<file path="src/rtl/trap_entry_pkg.sv">
package trap_entry_pkg;
  localparam int XLEN  = 32;
  localparam int TTW   = 8;
  localparam int IDXW  = 3;

  typedef enum logic [1:0] {
    PH_IDLE = 2'd0,
    PH_LOC1 = 2'd1,
    PH_LOC2 = 2'd2
  } save_phase_t;

  // Vector formation: keep base field, insert trap type at 11:4, clear 3:0
  function automatic logic [XLEN-1:0] form_vector(input logic [XLEN-1:0] tbr,
                                                  input logic [TTW-1:0]  tt);
    return {tbr[XLEN-1:12], tt, 4'h0};
  endfunction

  function automatic logic [XLEN-1:0] step_pc(input logic [XLEN-1:0] pc);
    return pc + XLEN'(4);
  endfunction
endpackage

</file>
<file path="src/rtl/trap_wnd_dec.sv">
module trap_wnd_dec #(
  parameter int NWIN = 8,
  localparam int WPW = $clog2(NWIN)
) (
  input  logic [WPW-1:0] cwp_in,
  output logic [WPW-1:0] cwp_out
);
  function automatic logic [WPW-1:0] wrap_dec(input logic [WPW-1:0] w);
    return (w == '0) ? WPW'(NWIN - 1) : w - WPW'(1);
  endfunction

  assign cwp_out = wrap_dec(cwp_in);

  initial begin
    win_pow2_chk: assert ((NWIN >= 2) && ((NWIN & (NWIN - 1)) == 0))
      else $error("NWIN must be a power of two");
  end
endmodule

</file>
<file path="src/rtl/trap_seq.sv">
module trap_seq
  import trap_entry_pkg::*;
(
  input  logic        clk,
  input  logic        rst_n,
  input  logic        trap_valid,
  input  logic        cur_et,
  output logic        service_evt,
  output logic        fault_evt,
  output save_phase_t phase,
  output logic        busy,
  output logic        err
);
  logic take_evt;

  assign busy        = (phase != PH_IDLE);
  assign take_evt    = trap_valid && !busy && !err;
  assign service_evt = take_evt && cur_et;
  assign fault_evt   = take_evt && !cur_et;

  always_ff @(posedge clk or negedge rst_n) begin
    if (!rst_n) begin
      phase <= PH_IDLE;
      err   <= 1'b0;
    end else begin
      if (fault_evt) err <= 1'b1;
      unique case (phase)
        PH_IDLE: if (service_evt) phase <= PH_LOC1;
        PH_LOC1: phase <= PH_LOC2;
        default: phase <= PH_IDLE;
      endcase
    end
  end


  err_sticky_chk: assert property (@(posedge clk) disable iff (!rst_n)
    err |=> err);

  phase_order_chk: assert property (@(posedge clk) disable iff (!rst_n)
    (phase == PH_LOC1) |=> (phase == PH_LOC2));

  phase_legal_chk: assert property (@(posedge clk) disable iff (!rst_n)
    phase != 2'd3);

  fault_no_save_chk: assert property (@(posedge clk) disable iff (!rst_n)
    fault_evt |=> (phase == PH_IDLE));
endmodule

</file>
<file path="src/rtl/trap_rf_port.sv">
module trap_rf_port
  import trap_entry_pkg::*;
#(
  parameter int WPW = 3
) (
  input  logic              clk,
  input  logic              rst_n,
  input  logic              service_evt,
  input  save_phase_t       phase,
  input  logic [XLEN-1:0]   pc_in,
  input  logic [XLEN-1:0]   npc_in,
  input  logic [WPW-1:0]    win_in,
  output logic              rf_we,
  output logic [WPW-1:0]    rf_win,
  output logic [IDXW-1:0]   rf_idx,
  output logic [XLEN-1:0]   rf_data
);
  logic [XLEN-1:0] saved_pc, saved_npc;
  logic [WPW-1:0]  saved_win;

  always_ff @(posedge clk or negedge rst_n) begin
    if (!rst_n) begin
      saved_pc  <= '0;
      saved_npc <= '0;
      saved_win <= '0;
    end else if (service_evt) begin
      saved_pc  <= pc_in;
      saved_npc <= npc_in;
      saved_win <= win_in;
    end
  end

  assign rf_we   = (phase != PH_IDLE);
  assign rf_win  = saved_win;
  assign rf_idx  = (phase == PH_LOC1) ? IDXW'(1) : (phase == PH_LOC2) ? IDXW'(2) : '0;
  assign rf_data = (phase == PH_LOC2) ? saved_npc : (phase == PH_LOC1) ? saved_pc : '0;


  loc2_follows_chk: assert property (@(posedge clk) disable iff (!rst_n)
    (rf_we && rf_idx == IDXW'(1)) |=> (rf_we && rf_idx == IDXW'(2) && $stable(rf_win)));

  write_ends_chk: assert property (@(posedge clk) disable iff (!rst_n)
    (rf_we && rf_idx == IDXW'(2)) |=> !rf_we);
endmodule

</file>
<file path="src/rtl/trap_entry_unit.sv">
module trap_entry_unit
  import trap_entry_pkg::*;
#(
  parameter int NWIN = 8,
  localparam int WPW = $clog2(NWIN)
) (
  input  logic             clk,
  input  logic             rst_n,
  input  logic             trap_valid,
  input  logic [7:0]       trap_type,
  input  logic [31:0]      cur_pc,
  input  logic [31:0]      cur_npc,
  input  logic [WPW-1:0]   cur_cwp,
  input  logic             cur_s,
  input  logic             cur_et,
  input  logic [31:0]      cur_tbr,
  output logic             upd_valid,
  output logic [31:0]      new_pc,
  output logic [31:0]      new_npc,
  output logic [WPW-1:0]   new_cwp,
  output logic             new_s,
  output logic             new_ps,
  output logic             new_et,
  output logic [31:0]      new_tbr,
  output logic             rf_we,
  output logic [WPW-1:0]   rf_win,
  output logic [2:0]       rf_idx,
  output logic [31:0]      rf_data,
  output logic             busy,
  output logic             error_state
);
  logic            service_evt, fault_evt;
  save_phase_t     phase;
  logic [WPW-1:0]  dec_cwp;
  logic [31:0]     vec;

  trap_wnd_dec #(.NWIN(NWIN)) u_dec (.cwp_in(cur_cwp), .cwp_out(dec_cwp));

  trap_seq u_seq (
    .clk(clk), .rst_n(rst_n), .trap_valid(trap_valid), .cur_et(cur_et),
    .service_evt(service_evt), .fault_evt(fault_evt), .phase(phase),
    .busy(busy), .err(error_state)
  );

  trap_rf_port #(.WPW(WPW)) u_rf (
    .clk(clk), .rst_n(rst_n), .service_evt(service_evt), .phase(phase),
    .pc_in(cur_pc), .npc_in(cur_npc), .win_in(dec_cwp),
    .rf_we(rf_we), .rf_win(rf_win), .rf_idx(rf_idx), .rf_data(rf_data)
  );

  assign vec = form_vector(cur_tbr, trap_type);

  always_ff @(posedge clk or negedge rst_n) begin
    if (!rst_n) begin
      upd_valid <= 1'b0;
      new_pc    <= '0;
      new_npc   <= '0;
      new_cwp   <= '0;
      new_s     <= 1'b0;
      new_ps    <= 1'b0;
      new_et    <= 1'b0;
      new_tbr   <= '0;
    end else begin
      upd_valid <= service_evt;
      if (service_evt) begin
        new_tbr <= vec;
        new_pc  <= vec;
        new_npc <= step_pc(vec);
        new_cwp <= dec_cwp;
        new_ps  <= cur_s;
        new_s   <= 1'b1;
        new_et  <= 1'b0;
      end
    end
  end


  upd_pulse_chk: assert property (@(posedge clk) disable iff (!rst_n)
    upd_valid |=> !upd_valid);

  upd_starts_save_chk: assert property (@(posedge clk) disable iff (!rst_n)
    upd_valid |-> (rf_we && rf_idx == 3'd1 && rf_win == new_cwp));

  npc_step_chk: assert property (@(posedge clk) disable iff (!rst_n)
    upd_valid |-> (new_npc == new_pc + 32'd4 && new_pc == new_tbr));

  fault_quiet_chk: assert property (@(posedge clk) disable iff (!rst_n)
    $rose(error_state) |-> (!upd_valid && !rf_we && $stable(new_pc)));
endmodule

</file>
<file path="config.mk">
export PLATFORM = sky130hd
export DESIGN_NAME = trap_entry_unit
export DESIGN_NICKNAME = d
export VERILOG_FILES = /design/src/rtl/trap_entry_pkg.sv /design/src/rtl/trap_wnd_dec.sv /design/src/rtl/trap_seq.sv /design/src/rtl/trap_rf_port.sv /design/src/rtl/trap_entry_unit.sv
export SDC_FILE = /design/constraint.sdc
export NUM_CORES = 1
export LEC_CHECK = 0
export BUFFER_PORTS_ARGS = -buffer_cell sky130_fd_sc_hd__buf_2
export CAP_MARGIN = 25
export CORE_MARGIN = 5
export CORE_UTILIZATION = 41
export DETAILED_ROUTE_END_ITERATION = 6
export PLACE_DENSITY_LB_ADDON = 0.05
export RECOVER_POWER = 50
export REMOVE_ABC_BUFFERS = 1
export SLEW_MARGIN = 5
export SYNTH_ARGS = -nofsm -noshare
export SYNTH_HDL_FRONTEND = slang
export SYNTH_SLANG_ARGS = --single-unit
</file>
<file path="constraint.sdc">
create_clock -name clk -period 1.36 [get_ports clk]
set_input_delay 0.204 -clock clk [delete_from_list [all_inputs] [get_ports clk]]
set_output_delay 0.204 -clock clk [all_outputs]
set_load 0.05 [all_outputs]
</file>
# ---- Word-level counts from Yosys, hierarchy flattened
# Cells that the tools add are included.
dict set report word_totals {
  register_bits 133
  inputBits 112
}
dict set report op_classes {
  n_mux 7
  addsub 2
  reduce_logical 10
  eq_ne 3
}
# cell n
set op_table {}
lappend op_table {{two-way mux 32 bit} 2}
lappend op_table {{adder 32 x 3 -> 32 bit, second input constant} 1}
lappend op_table {{two-way mux 3 bit} 2}
lappend op_table {{logical AND 1 bit} 4}
lappend op_table {{two-way mux 2 bit} 2}
lappend op_table {{case mux 2 bit (2 select lines)} 1}
lappend op_table {{logical NOT 1 bit} 3}
lappend op_table {{logical NOT 3 bit} 1}
lappend op_table {{subtractor 3 x 1 -> 3 bit, second input constant} 1}
lappend op_table {{equality test 2 x 1 -> 1 bit, second input constant} 1}
lappend op_table {{equality test 2 bit, second input constant} 1}
lappend op_table {{logical NOT 2 bit} 1}
lappend op_table {{!= test 2 bit, second input constant} 1}
lappend op_table {{nonzero test 2 bit} 1}

# ---- Depth between registers and ports, before layout
# Gate-level depths: netlist of run 1.
dict set report depth {
  depth_word 7
  depth_mapped 6
  depth_no_buf 5
}

# ---- Hierarchy
# Synthesis of run 1 repeated with hierarchy kept, for this count alone.
dict set report hier_totals {
  cells_unflattened 346
  area_unflattened_um2 5073.6
}
# mod instances cells_per_inst area_each_um2
set by_module_without_submodules {}
lappend by_module_without_submodules {trap_rf_port 1 186 2969.1}
lappend by_module_without_submodules {trap_entry_unit 1 141 1919.3}
lappend by_module_without_submodules {trap_seq 1 11 132.6}
lappend by_module_without_submodules {trap_wnd_dec 1 8 52.6}

# ---- Least setup slack after synthesis of run 1
# No wires, ideal clock.
dict set report synth_timing {
  path_type {reg2out}
  startpoint {reg u_seq.phase[1]}
  endpoint {out rf_data[18]}
  path_buffers 2
  path_slack_ns -0.715
  t_arrival_ns 1.871
  stages_incl_launch_ff 5
  required_ns 1.156
  cell_sequence {dfrtp_1 nor2b_1 clkbuf_1 clkbuf_1 a22o_1}
}
dict set report synth_via {
  elab_chain_cells 3
  elab_cells_between_ends 4
}
# item line
set synth_rtl {}
lappend synth_rtl {{start: declaration} trap_seq.sv:10} ;# output save_phase_t phase,
lappend synth_rtl {{start signal: assignment} trap_seq.sv:23} ;# phase <= PH_IDLE;
lappend synth_rtl {{start signal: assignment} trap_seq.sv:28} ;# PH_IDLE: if (service_evt) phase <= PH_LOC1;
lappend synth_rtl {{start signal: assignment} trap_seq.sv:29} ;# PH_LOC1: phase <= PH_LOC2;
lappend synth_rtl {{equality test 2 x 1 -> 1 bit} trap_rf_port.sv:36} ;# assign rf_data = (phase == PH_LOC2) ? saved_npc : (phase == PH_LOC1) ? saved_pc : '0;
lappend synth_rtl {{two-way mux 32 bit} trap_rf_port.sv:36}
lappend synth_rtl {{two-way mux 32 bit (*)} trap_rf_port.sv:36}
lappend synth_rtl {{end: declaration} trap_entry_unit.sv:28} ;# output logic [31:0] rf_data,
# Every way passes the cells marked *; elsewhere a longest branch is shown, timed or not.

# ---- Final worst setup path of run 1
dict set report layout_timing {
  startpoint {reg u_seq.phase[0]}
  endpoint {reg u_rf.saved_npc[14]}
}
dict set report layout_via {
  elab_chain_cells 5
}
# item line
set layout_rtl {}
lappend layout_rtl {{nonzero test 2 bit} trap_seq.sv:16} ;# assign busy = (phase != PH_IDLE);
lappend layout_rtl {{logical NOT 1 bit} trap_seq.sv:17} ;# assign take_evt = trap_valid && !busy && !err;
lappend layout_rtl {{logical AND 1 bit (2 in series)} trap_seq.sv:17}
lappend layout_rtl {{logical AND 1 bit} trap_seq.sv:18} ;# assign service_evt = take_evt && cur_et;
lappend layout_rtl {{end signal: assignment} trap_rf_port.sv:28} ;# saved_npc <= npc_in;
lappend layout_rtl {{end: declaration} trap_rf_port.sv:18} ;# logic [XLEN-1:0] saved_pc, saved_npc;
# No other way between the ends.
# A chain may end at the register's enable or synchronous reset.

==> results of run 1 <==
-- power breakdown --
group	internal, mW	switching (mW)	leakage [nW]	total (mW)
Clock	1.32	1.07	0.141	2.39
Sequential	3.67	0.399	1.26	4.06
Combinational	1.02	2.89	1.98	3.91
-- state kept, by name (all words and copies together) (netlist names) --
register / count
u_rf.saved_npc: 32
u_rf.saved_pc: 32
new_tbr: 28
new_cwp: 3
u_seq.phase: 2
new_npc: 1
new_ps: 1
u_seq.err: 1
upd_valid: 1
-- critical path: stages, from the launching register on --
cell and delay (ps):
sky130_fd_sc_hd__dfrtp_1 420, sky130_fd_sc_hd__clkbuf_1 150, sky130_fd_sc_hd__nor2_4 150, sky130_fd_sc_hd__nand4b_1 190, sky130_fd_sc_hd__buf_6 220, sky130_fd_sc_hd__clkbuf_16 170
sky130_fd_sc_hd__mux2_2 270
-- through the flow --
stage	hold slack (ps)	util [%]	total power, mW	instances	setup slack, ps
finish	72.7	55.7	10.4	674	-340
detailed placement	140	50.3	8.07	652	-212
global placement	138	50.3	8.01	652	-205
floorplan	-91.6	-	7.01	261	-3530
global route	67.8	55.7	10.9	674	-405
CTS	57.6	55.1	10.5	670	-341
-- logic make-up after synthesis --
family | share of synthesized area [%]
multiplexers | 23.5
buffers and inverters | 14.6
AO/OA/AOI/OAI | 6.14
AND/OR/NAND/NOR | 1.20
other | 0.0800
adder cells (fa/ha/maj) | 0.534
flip-flops | 53.9
-- worst min path at each step --
stage,endpoint,slack (ps),depth (start not counted)
after floorplan,new_cwp[0],-90,0
after global placement,u_seq.err,140,1
after detailed placement,u_seq.err,140,1
after CTS,u_seq.err,60,2
after global routing,u_seq.err,70,2
final,u_seq.err,70,2
-- placed cells by master, fill, tap and decap left out, types with 4 or more instances in the layout --
cell	synthesis	layout
sky130_fd_sc_hd__inv_1	7	7
sky130_fd_sc_hd__dfrtp_1	101	100
sky130_fd_sc_hd__buf_6	1	39
sky130_fd_sc_hd__conb_1	1	13
sky130_fd_sc_hd__mux2_2	89	89
sky130_fd_sc_hd__clkbuf_16	0	12
sky130_fd_sc_hd__buf_12	0	10
sky130_fd_sc_hd__a22o_1	32	32
sky130_fd_sc_hd__buf_4	74	4
sky130_fd_sc_hd__buf_2	10	194
sky130_fd_sc_hd__mux2_4	6	6
-- metal layers --
metal  vias to the layer above  track usage [%]
met5                         -                0
met1                      1541             18.9
met3                        11             5.40
met4                         0             5.73
met2                       137             28.0
li1                       1463                -
-- cell type report --
cell class                 count  area (um2)
fill                         958        5020
sequential                   101        2530
timing repair buffer         255        1750
multi-input combinational    153        1540
clock buffer                  11         253
tap                          143         179
inverter                       7        26.3
clock inverter                 4        23.8
-- timing repair --
item	4_1_cts	5_1_grt
pin swaps	13	2
gates cloned	0	3
buffers inserted	2	1
endpoints found under the hold margin	20	0
endpoints found under the setup margin	132	135
hold buffers	1	0
resized for setup	77	4
==> qor.log, run 1 <==
[logic_synthesis] cells taking the most area after synthesis sky130_fd_sc_hd__dfrtp_1, sky130_fd_sc_hd__mux2_2, sky130_fd_sc_hd__buf_4
[final_layout] number of nets in the layout 641
[logic_synthesis] flops & latches, synth 101
[worst_setup_path] critical path launch point type flop
[final_layout] number of diodes 0
[global_route] initial antenna violation count 0
[routing] Initial DRT Pass Iterations 4
[clocking] htree depth 3
[logic_synthesis] number of synthesized flops with an enable pin 0
[status] failing checks negative setup slack
[timing] setup repair after global routing missed its margin true
[floorplanning] IO Count 256
[logic_synthesis] cell type with the largest total area after synthesis sky130_fd_sc_hd__dfrtp_1
[timing] post-route setup TNS -40260 ps
[pwr] leakage power summed over all cells 3.38 nW
[timing] fin crit share 125%
[logic_synthesis] leading register cell type out of synthesis sky130_fd_sc_hd__dfrtp_1
[routing] Total Wirelength 11300 um
[routing] highest layer used for signal routing met4
[timing] Fin. Hold Viols 0
[routing] starting DRC count in detailed routing 86
[worst_setup_path] worst setup path startpoint u_seq.phase[0]
[pwr] VDD IR-drop max 1280 uV
[routing] DRT antenna net count 0
[floorplanning] Placeable Area 11300 um2
[logic_synthesis] average size of a mapped cell 13.7 um2
[worst_setup_path] r2r setup slk -340 ps
[clocking] maximum count of clock buffers along a single path 2
[timing] worst-case clock skew 4.55 ps
[status] outcome complete, but fails checks
[job] max capacitance violation total 0
[timing] fin worst setup slack -340 ps
[global_route] via count of the first global-routing pass 3335
[worst_setup_path] critical-path maximum fanout 10
[placement] number of I/O port buffers 230
[logic_synthesis] cell with the most instances after synthesis sky130_fd_sc_hd__dfrtp_1
[clocking] insertion delay of the later-clocked pin in the worst-skew pair 340 ps
[timing] maximum clock rate 0.588 GHz
[placement] global placer's final weighted congestion 0.715
[logic_synthesis] number of distinct library cells after synthesis 19
[worst_setup_path] endpoint class of the critical path flop
[timing] final worst path period need 1700 ps
[worst_setup_path] class of the most critical setup path flop to flop
[floorplanning] vertical die dimension 117 um
[routing] detailed-route wire length on metal 1 4470 um
[final_layout] Syn-to-layout area delta 34.5%
[worst_setup_path] startpoint of the worst-slack reg-to-reg timing path u_seq.phase[0]
[timing] Worst Tran Pin Value 611 ps
[min_path] path category of the worst min-delay check primary input to flop
[floorplanning] x dimension of the die 117 um
[clocking] clk sink count 101
[timing] Slew Limit Headroom 59.3%
[worst_setup_path] depth of the worst register-to-register path 6
[logic_synthesis] sequential share of the synthesized area 53.9%
[clocking] clk root buf sky130_fd_sc_hd__clkbuf_16
[floorplanning] Cell Rows 39
[global_route] first-pass GRT wire length 16800 um
[routing] routed length on met2 5670 um
[placement] Placed Instance Area 5690 um2
[logic_synthesis] top post-synthesis cells by count sky130_fd_sc_hd__dfrtp_1, sky130_fd_sc_hd__mux2_2, sky130_fd_sc_hd__buf_4, sky130_fd_sc_hd__a22o_1, sky130_fd_sc_hd__buf_2
[logic_synthesis] cell area after technology mapping 4690 um2
[final_layout] Final Instance Area 6300 um2
[worst_setup_path] critical path capture point u_rf.saved_npc[14]
[global_route] global route total overflow 0
[logic_synthesis] synthesized instance count 342
[routing] detailed-route wire length per cell 16.8 um
[final_layout] share of cells above drive strength 1 69.1%
[routing] post-DR vias/cell 4.68
[global_route] pin count of the biggest net entering global routing 31
[floorplanning] Die Area 13700 um2
[timing] Final Setup Violations 135
[logic_synthesis] post-synth top area share 53.9%
[worst_setup_path] endpoint required time on the critical path 1580 ps
[routing] post-detailed-route DRC marker count 0
[floorplanning] initial core utilization 41.4%
[timing] final max-slew violation count 0
[global_route] All-Layer GR Usage 16.2%
[worst_setup_path] critical path arrival 1920 ps
[worst_setup_path] Reg-to-Reg End u_rf.saved_npc[14]
[clocking] clock-pin slew on the worst setup and hold paths 60 ps
[routing] routed via count 3152
[min_path] launch point of the worst hold path cur_et
[logic_synthesis] proportion of register bits with asynchronous set or reset after synthesis 100%
[routing] total length of routed met3 wires 1030 um
[pwr] total power divided by cell area 1640 nW/um2
[clocking] number of buffers created by CTS 9
[clocking] CTS tree built
[placement] HPWL after detailed placement 8310 um
[logic_synthesis] Synth warnings 0
Power figures use the tool's default switching activity.
==> run 2: changes to the inputs <==
--- a/config.mk
+++ b/config.mk
@@ -7,8 +7,9 @@
 export LEC_CHECK = 0
 export BUFFER_PORTS_ARGS = -buffer_cell sky130_fd_sc_hd__buf_2
 export CAP_MARGIN = 25
+export CORE_ASPECT_RATIO = 1.2
 export CORE_MARGIN = 5
-export CORE_UTILIZATION = 41
+export CORE_UTILIZATION = 42
 export DETAILED_ROUTE_END_ITERATION = 6
 export PLACE_DENSITY_LB_ADDON = 0.05
 export RECOVER_POWER = 50
@@ -16,4 +17,5 @@
 export SLEW_MARGIN = 5
 export SYNTH_ARGS = -nofsm -noshare
 export SYNTH_HDL_FRONTEND = slang
+export SYNTH_HIERARCHICAL = 1
 export SYNTH_SLANG_ARGS = --single-unit
==> run 2 against run 1 <==
  * The flow still finishes with violations (negative setup slack)
  * Power increased by 14%
  * Global-route usage grew 1.1 points
  * First-iteration DRC count increased by 28%
  * Non-clock buffer count up 19
  * Critical endpoint is now new_tbr[5]
  * Largest cell class unchanged
==> qor.log, run 2 <==
[placement] number of placed cells counting well taps 680
[clocking] maximum count of clock buffers along a single path 2
[pwr] leakage power summed over all cells 3.66 nW
[final_layout] share of cells above drive strength 1 71.1%
[clocking] htree depth 3
[logic_synthesis] Synth warnings 6
[clocking] clk sink count 104
[global_route] via count of the first global-routing pass 3520
[job] max capacitance violation total 0
[status] outcome complete, but fails checks
[timing] final max-slew violation count 0
[worst_setup_path] class of the most critical setup path flop to flop
[routing] post-detailed-route DRC marker count 0
[routing] starting DRC count in detailed routing 110
[final_layout] area of the multi-input gates 1950 um2
[timing] worst-case clock skew 4.96 ps
[worst_setup_path] Reg-to-Reg End new_tbr[5]
[worst_setup_path] critical path launch point type flop
[pwr] net load switching power 4.97 mW
[status] failing checks negative setup slack
[floorplanning] Die Area 14400 um2
[floorplanning] Cell Rows 44
[logic_synthesis] average size of a mapped cell 14.7 um2
[global_route] initial antenna violation count 2
[pwr] relative contribution of the clock network to total power 21.7%
[global_route] first-pass GRT wire length 19000 um
[global_route] pin count of the biggest net entering global routing 105
[routing] routed via count 3362
[floorplanning] Placeable Area 11900 um2
[worst_setup_path] endpoint class of the critical path flop
[floorplanning] vertical die dimension 130 um
[worst_setup_path] depth of the worst register-to-register path 7
[routing] Total Wirelength 12800 um
[placement] number of I/O port buffers 230
[worst_setup_path] worst setup path startpoint u_seq/phase[1]
[worst_setup_path] r2r setup slk -440 ps
[final_layout] Storage cell area 2600 um2
[floorplanning] x dimension of the die 110 um
[min_path] path category of the worst min-delay check primary input to flop
[final_layout] number of nets in the layout 666
[placement] HPWL after detailed placement 8630 um
[timing] final worst path period need 1800 ps
[timing] maximum clock rate 0.555 GHz
[timing] Final Setup Violations 137
[timing] Slew Limit Headroom 63.0%
[final_layout] Syn-to-layout area delta 41.9%
[floorplanning] initial core utilization 42.4%
[placement] Placed Instance Area 6050 um2
[floorplanning] IO Count 256
[final_layout] Final Instance Area 7190 um2
[timing] post-route setup TNS -52060 ps
[pwr] Sw Ratio 42.0%
[pwr] overall power 11.8 mW
[routing] Initial DRT Pass Iterations 4
[logic_synthesis] cell area after technology mapping 5060 um2
[pwr] part of the total power dissipated in sequential elements 37.1%
[routing] detailed-route wire length per cell 17.9 um
[worst_setup_path] critical path capture point new_tbr[5]
[pwr] VDD IR-drop max 851 uV
[clocking] insertion delay of the later-clocked pin in the worst-skew pair 340 ps
[final_layout] Layout Cells excl Fill 719
[worst_setup_path] startpoint of the worst-slack reg-to-reg timing path u_seq/phase[1]
[pwr] share of power burned in combinational logic 41.2%
[timing] setup repair after global routing missed its margin true
[worst_setup_path] critical path arrival 2030 ps
[final_layout] most common library cell in the layout ignoring fill and taps sky130_fd_sc_hd__buf_2
[routing] post-DR vias/cell 4.68
[final_layout] fillcell total 996
[clocking] clock-pin slew on the worst setup and hold paths 70 ps
[timing] Worst Tran Pin Value 555 ps
[timing] fin crit share 132%
[clocking] clk root buf sky130_fd_sc_hd__clkbuf_16
[final_layout] top flop regs u_rf/saved_npc (32), u_rf/saved_pc (32), new_tbr (27)
[timing] Fin. Hold Viols 0
[logic_synthesis] synthesized instance count 345
[placement] global placer's final weighted congestion 0.726
[clocking] number of buffers created by CTS 9
[global_route] All-Layer GR Usage 17.3%
[worst_setup_path] endpoint required time on the critical path 1580 ps
[final_layout] commonest cells after routing, fill and taps aside sky130_fd_sc_hd__buf_2, sky130_fd_sc_hd__dfrtp_1, sky130_fd_sc_hd__mux2_4
[global_route] global route total overflow 0
[routing] DRT antenna net count 0
[pwr] total power divided by cell area 1650 nW/um2
[clocking] CTS tree built
[timing] fin worst setup slack -441 ps
[worst_setup_path] critical-path maximum fanout 7
[pwr] Pint 6.87 mW
-- run 2: final cells by class --
type	instances	area share, %
timing repair buffer	274	29.4
inverter	6	0.313
sequential	104	36.2
tap	161	2.80
clock inverter	7	0.992
antenna	1	0.0348
clock buffer	9	3.13
multi-input combinational	157	27.2
-- run 2: metrics by stage --
| stage | utilization (%) | hold WS (ps) | setup WS [ps] |
|---|---|---|---|
| CTS | 60.0 | 76.6 | -439 |
| floorplan | - | -91.6 | -14820 |
| finish | 60.2 | 92.7 | -441 |
| global placement | 50.6 | 320 | -342 |
| global route | 60.2 | 79.1 | -498 |
| detailed placement | 50.6 | 327 | -384 |
-- run 2: what timing repair did --
item,CTS,global route
pin swaps,17,2
hold buffers,1,0
endpoints found under the hold margin,104,0
resized for setup,138,17
setup endpoints to repair,137,137
gates cloned,6,2
buffers inserted,16,7
-- run 2: critical path, stage by stage (launching register included) --
cell and delay [ps]:
sky130_fd_sc_hd__dfrtp_1 400, sky130_fd_sc_hd__nor2_2 150, sky130_fd_sc_hd__inv_2 70, sky130_fd_sc_hd__nor4b_4 280, sky130_fd_sc_hd__buf_6 220, sky130_fd_sc_hd__buf_12 130, sky130_fd_sc_hd__clkbuf_16 140, sky130_fd_sc_hd__mux2_4 290
-- run 2: routing by layer --
layer	GRT usage [%]	vias up	share of wire, %
li1	-	1532	-
met1	21.2	1672	39
met2	29.4	143	51
met3	4.16	13	8.6
met4	6.67	2	1.2
met5	0	-	0.10
-- run 2: how the worst min path moves through the flow --
stage,startpoint,end,depth (start not counted)
final,cur_pc[5],u_rf/saved_pc[5],2
after global routing,cur_pc[21],u_rf/saved_pc[21],2
after CTS,cur_pc[6],u_rf/saved_pc[6],2
after detailed placement,rst_n,new_tbr[16],2
after global placement,rst_n,new_tbr[16],2
after floorplan,rst_n,new_cwp[0],0
-- run 2: power by group through the flow --
stage          sequential, mW  combinational, mW  clock [mW]
2_1_floorplan            6.94               1.03           0
3_3_place_gp             4.39               4.71           0
3_5_place_dp             4.43               4.71           0
4_1_cts                  4.39               4.89        2.67
5_1_grt                  4.50               5.09        2.78
6_report                 4.39               4.87        2.57
==> run 3: changes to the inputs <==
--- a/config.mk
+++ b/config.mk
@@ -5,6 +5,7 @@
 export SDC_FILE = /design/constraint.sdc
 export NUM_CORES = 1
 export LEC_CHECK = 0
+export ABC_AREA = 1
 export BUFFER_PORTS_ARGS = -buffer_cell sky130_fd_sc_hd__buf_2
 export CAP_MARGIN = 25
 export CORE_ASPECT_RATIO = 1.2
==> run 3 against run 2 <==
  * The flow still finishes with violations (negative setup slack)
  * Worst setup slack gained 160 ps
  * Combinational power decreased by 93%
  * Worst hold slack got worse by 33 ps
  * Non-clock buffer count grew 15
  * Register-to-register slack improved by 200 ps
  * Flip-flop and latch count did not move
  * Clock skew about the same
  * Cell area rose by 7.5%
  * Sequential share of layout area down 2.5 points
  * Die area grew 4.0%
==> qor.log, run 3 <==
[clocking] maximum count of clock buffers along a single path 2
[global_route] global route total overflow 0
[floorplanning] initial core utilization 42.3%
[routing] Total Wirelength 15700 um
[final_layout] Syn-to-layout area delta 46.2%
[timing] worst-case clock skew 5.23 ps
[clocking] CTS tree built
[clocking] htree depth 3
[logic_synthesis] Synth warnings 6
[routing] starting DRC count in detailed routing 240
[final_layout] most common library cell in the layout ignoring fill and taps sky130_fd_sc_hd__buf_2
[logic_synthesis] cell area after technology mapping 5290 um2
[routing] DRT antenna net count 0
[timing] Fin. Hold Viols 0
[placement] number of I/O port buffers 230
[logic_synthesis] average size of a mapped cell 8.34 um2
[routing] routed via count 4715
[worst_setup_path] critical path arrival 1430 ps
[placement] Setup Slack @ Placement -72.6 ps
[min_path] path category of the worst min-delay check primary input to flop
[routing] Initial DRT Pass Iterations 4
[floorplanning] vertical die dimension 133 um
[final_layout] fillcell total 1066
[timing] fin worst setup slack -279 ps
[final_layout] number of nets in the layout 953
[pwr] overall power 6.19 mW
[floorplanning] Placeable Area 12500 um2
[clocking] clock-pin slew on the worst setup and hold paths 70 ps
[placement] global placer's final weighted congestion 0.766
[pwr] leakage power summed over all cells 4.44 nW
[global_route] initial antenna violation count 0
[routing] post-DR vias/cell 4.68
[worst_setup_path] critical path launch point type flop
[timing] Final Setup Violations 137
[job] max capacitance violation total 0
[floorplanning] x dimension of the die 112 um
[global_route] first-pass GRT wire length 23400 um
[timing] maximum clock rate 0.610 GHz
[final_layout] Layout Cells excl Fill 1007
[status] outcome complete, but fails checks
[timing] setup repair after global routing missed its margin true
[clocking] insertion delay of the later-clocked pin in the worst-skew pair 340 ps
[floorplanning] IO Count 256
[worst_setup_path] class of the most critical setup path flop to primary output
[routing] detailed-route wire length per cell 15.6 um
[placement] HPWL after detailed placement 10100 um
[pwr] total power divided by cell area 802 nW/um2
[final_layout] share of cells above drive strength 1 47.1%
[placement] number of placed cells counting well taps 959
[timing] fin crit share 121%
[logic_synthesis] synthesized instance count 634
[worst_setup_path] endpoint class of the critical path primary output
[floorplanning] Die Area 14900 um2
[final_layout] top flop regs u_rf/saved_npc (32), u_rf/saved_pc (32), new_tbr (27)
[timing] Slew Limit Headroom 58.4%
[routing] post-detailed-route DRC marker count 0
[timing] post-route setup TNS -25510 ps
[final_layout] commonest cells after routing, fill and taps aside sky130_fd_sc_hd__buf_2, sky130_fd_sc_hd__nand2_1, sky130_fd_sc_hd__dfrtp_1
[timing] final worst path period need 1640 ps
[timing] Worst Tran Pin Value 624 ps
[status] failing checks negative setup slack
[final_layout] area of the multi-input gates 1860 um2
[worst_setup_path] endpoint required time on the critical path 1160 ps
[final_layout] Storage cell area 2610 um2
[clocking] clk root buf sky130_fd_sc_hd__clkbuf_16
[worst_setup_path] critical-path maximum fanout 6
[pwr] VDD IR-drop max 692 uV
[global_route] All-Layer GR Usage 19.3%
[timing] final max-slew violation count 0
[global_route] via count of the first global-routing pass 4794
[floorplanning] Cell Rows 45
[clocking] number of buffers created by CTS 9
[final_layout] number of diodes 0
[clocking] clk sink count 104
[global_route] pin count of the biggest net entering global routing 46
## run 3: area by class of cell
cell class              count  share of cell area [%]
clock buffers              10                    3.09
repair buffers            289                    31.3
well taps                 164                    2.66
inverters                  80                    4.11
multi-input cells         355                    24.0
flip-flops and latches    104                    33.7
clock inverters             5                    1.05
## run 3: worst paths after layout
check                                     from                  to  slack [ps]  cells after the start
worst max-delay path            u_seq/phase[1]         rf_data[20]        -280                      5
min in group asynchronous                rst_n   u_rf/saved_pc[15]         400                      2
worst min register to register          new_ps              new_ps         480                      2
worst max register to register  u_seq/phase[1]  u_rf/saved_npc[17]        -240                     10
worst min-delay path              trap_type[7]         new_tbr[11]          60                      3
max in group asynchronous                rst_n   u_rf/saved_pc[14]         160                      3
## run 3: where the power goes
part | switching, mW | leakage [nW] | total [mW] | internal (mW)
Sequential | 0 | 1.09 | 3.09 | 3.09
Clock | 1.12 | 0.155 | 2.77 | 1.65
Combinational | 0.217 | 3.19 | 0.330 | 0.113
Total | 1.34 | 4.44 | 6.19 | 4.86
## run 3: stage by stage
stage / hold WS [ps] / instance area [um2] / utilization (%)
6_report: 59.9 / 7720 / 61.8
3_3_place_gp: 131 / 6150 / 49.2
5_1_grt: 55.0 / 7720 / 61.8
3_5_place_dp: 131 / 6150 / 49.2
2_1_floorplan: -91.6 / 4430 / -
4_1_cts: 41.8 / 7030 / 56.3
## run 3: critical path, cell delays in order (launching register included)
cell                        delay (ps)
sky130_fd_sc_hd__dfrtp_2           450
sky130_fd_sc_hd__clkinv_4          130
sky130_fd_sc_hd__clkbuf_16         170
sky130_fd_sc_hd__nand3_1            70
sky130_fd_sc_hd__nand2_1           110
sky130_fd_sc_hd__buf_6             170
## run 3: what timing repair did
item                                   4_1_cts  5_1_grt
setup endpoints to repair                  129      137
resized for setup                           99      118
pin swaps                                    0       18
hold buffers                                 1        0
buffers inserted                             7        8
cloned                                       6       14
endpoints found under the hold margin       20        0
## run 3: metal layers
layer | up-vias | routed length, um | GRT usage [%]
li1 | 2273 | - | -
met4 | 0 | 246 | 6.21
met5 | - | 0 | 0
met3 | 15 | 1180 | 3.84
met1 | 2223 | 6090 | 23.3
met2 | 204 | 8160 | 34.3
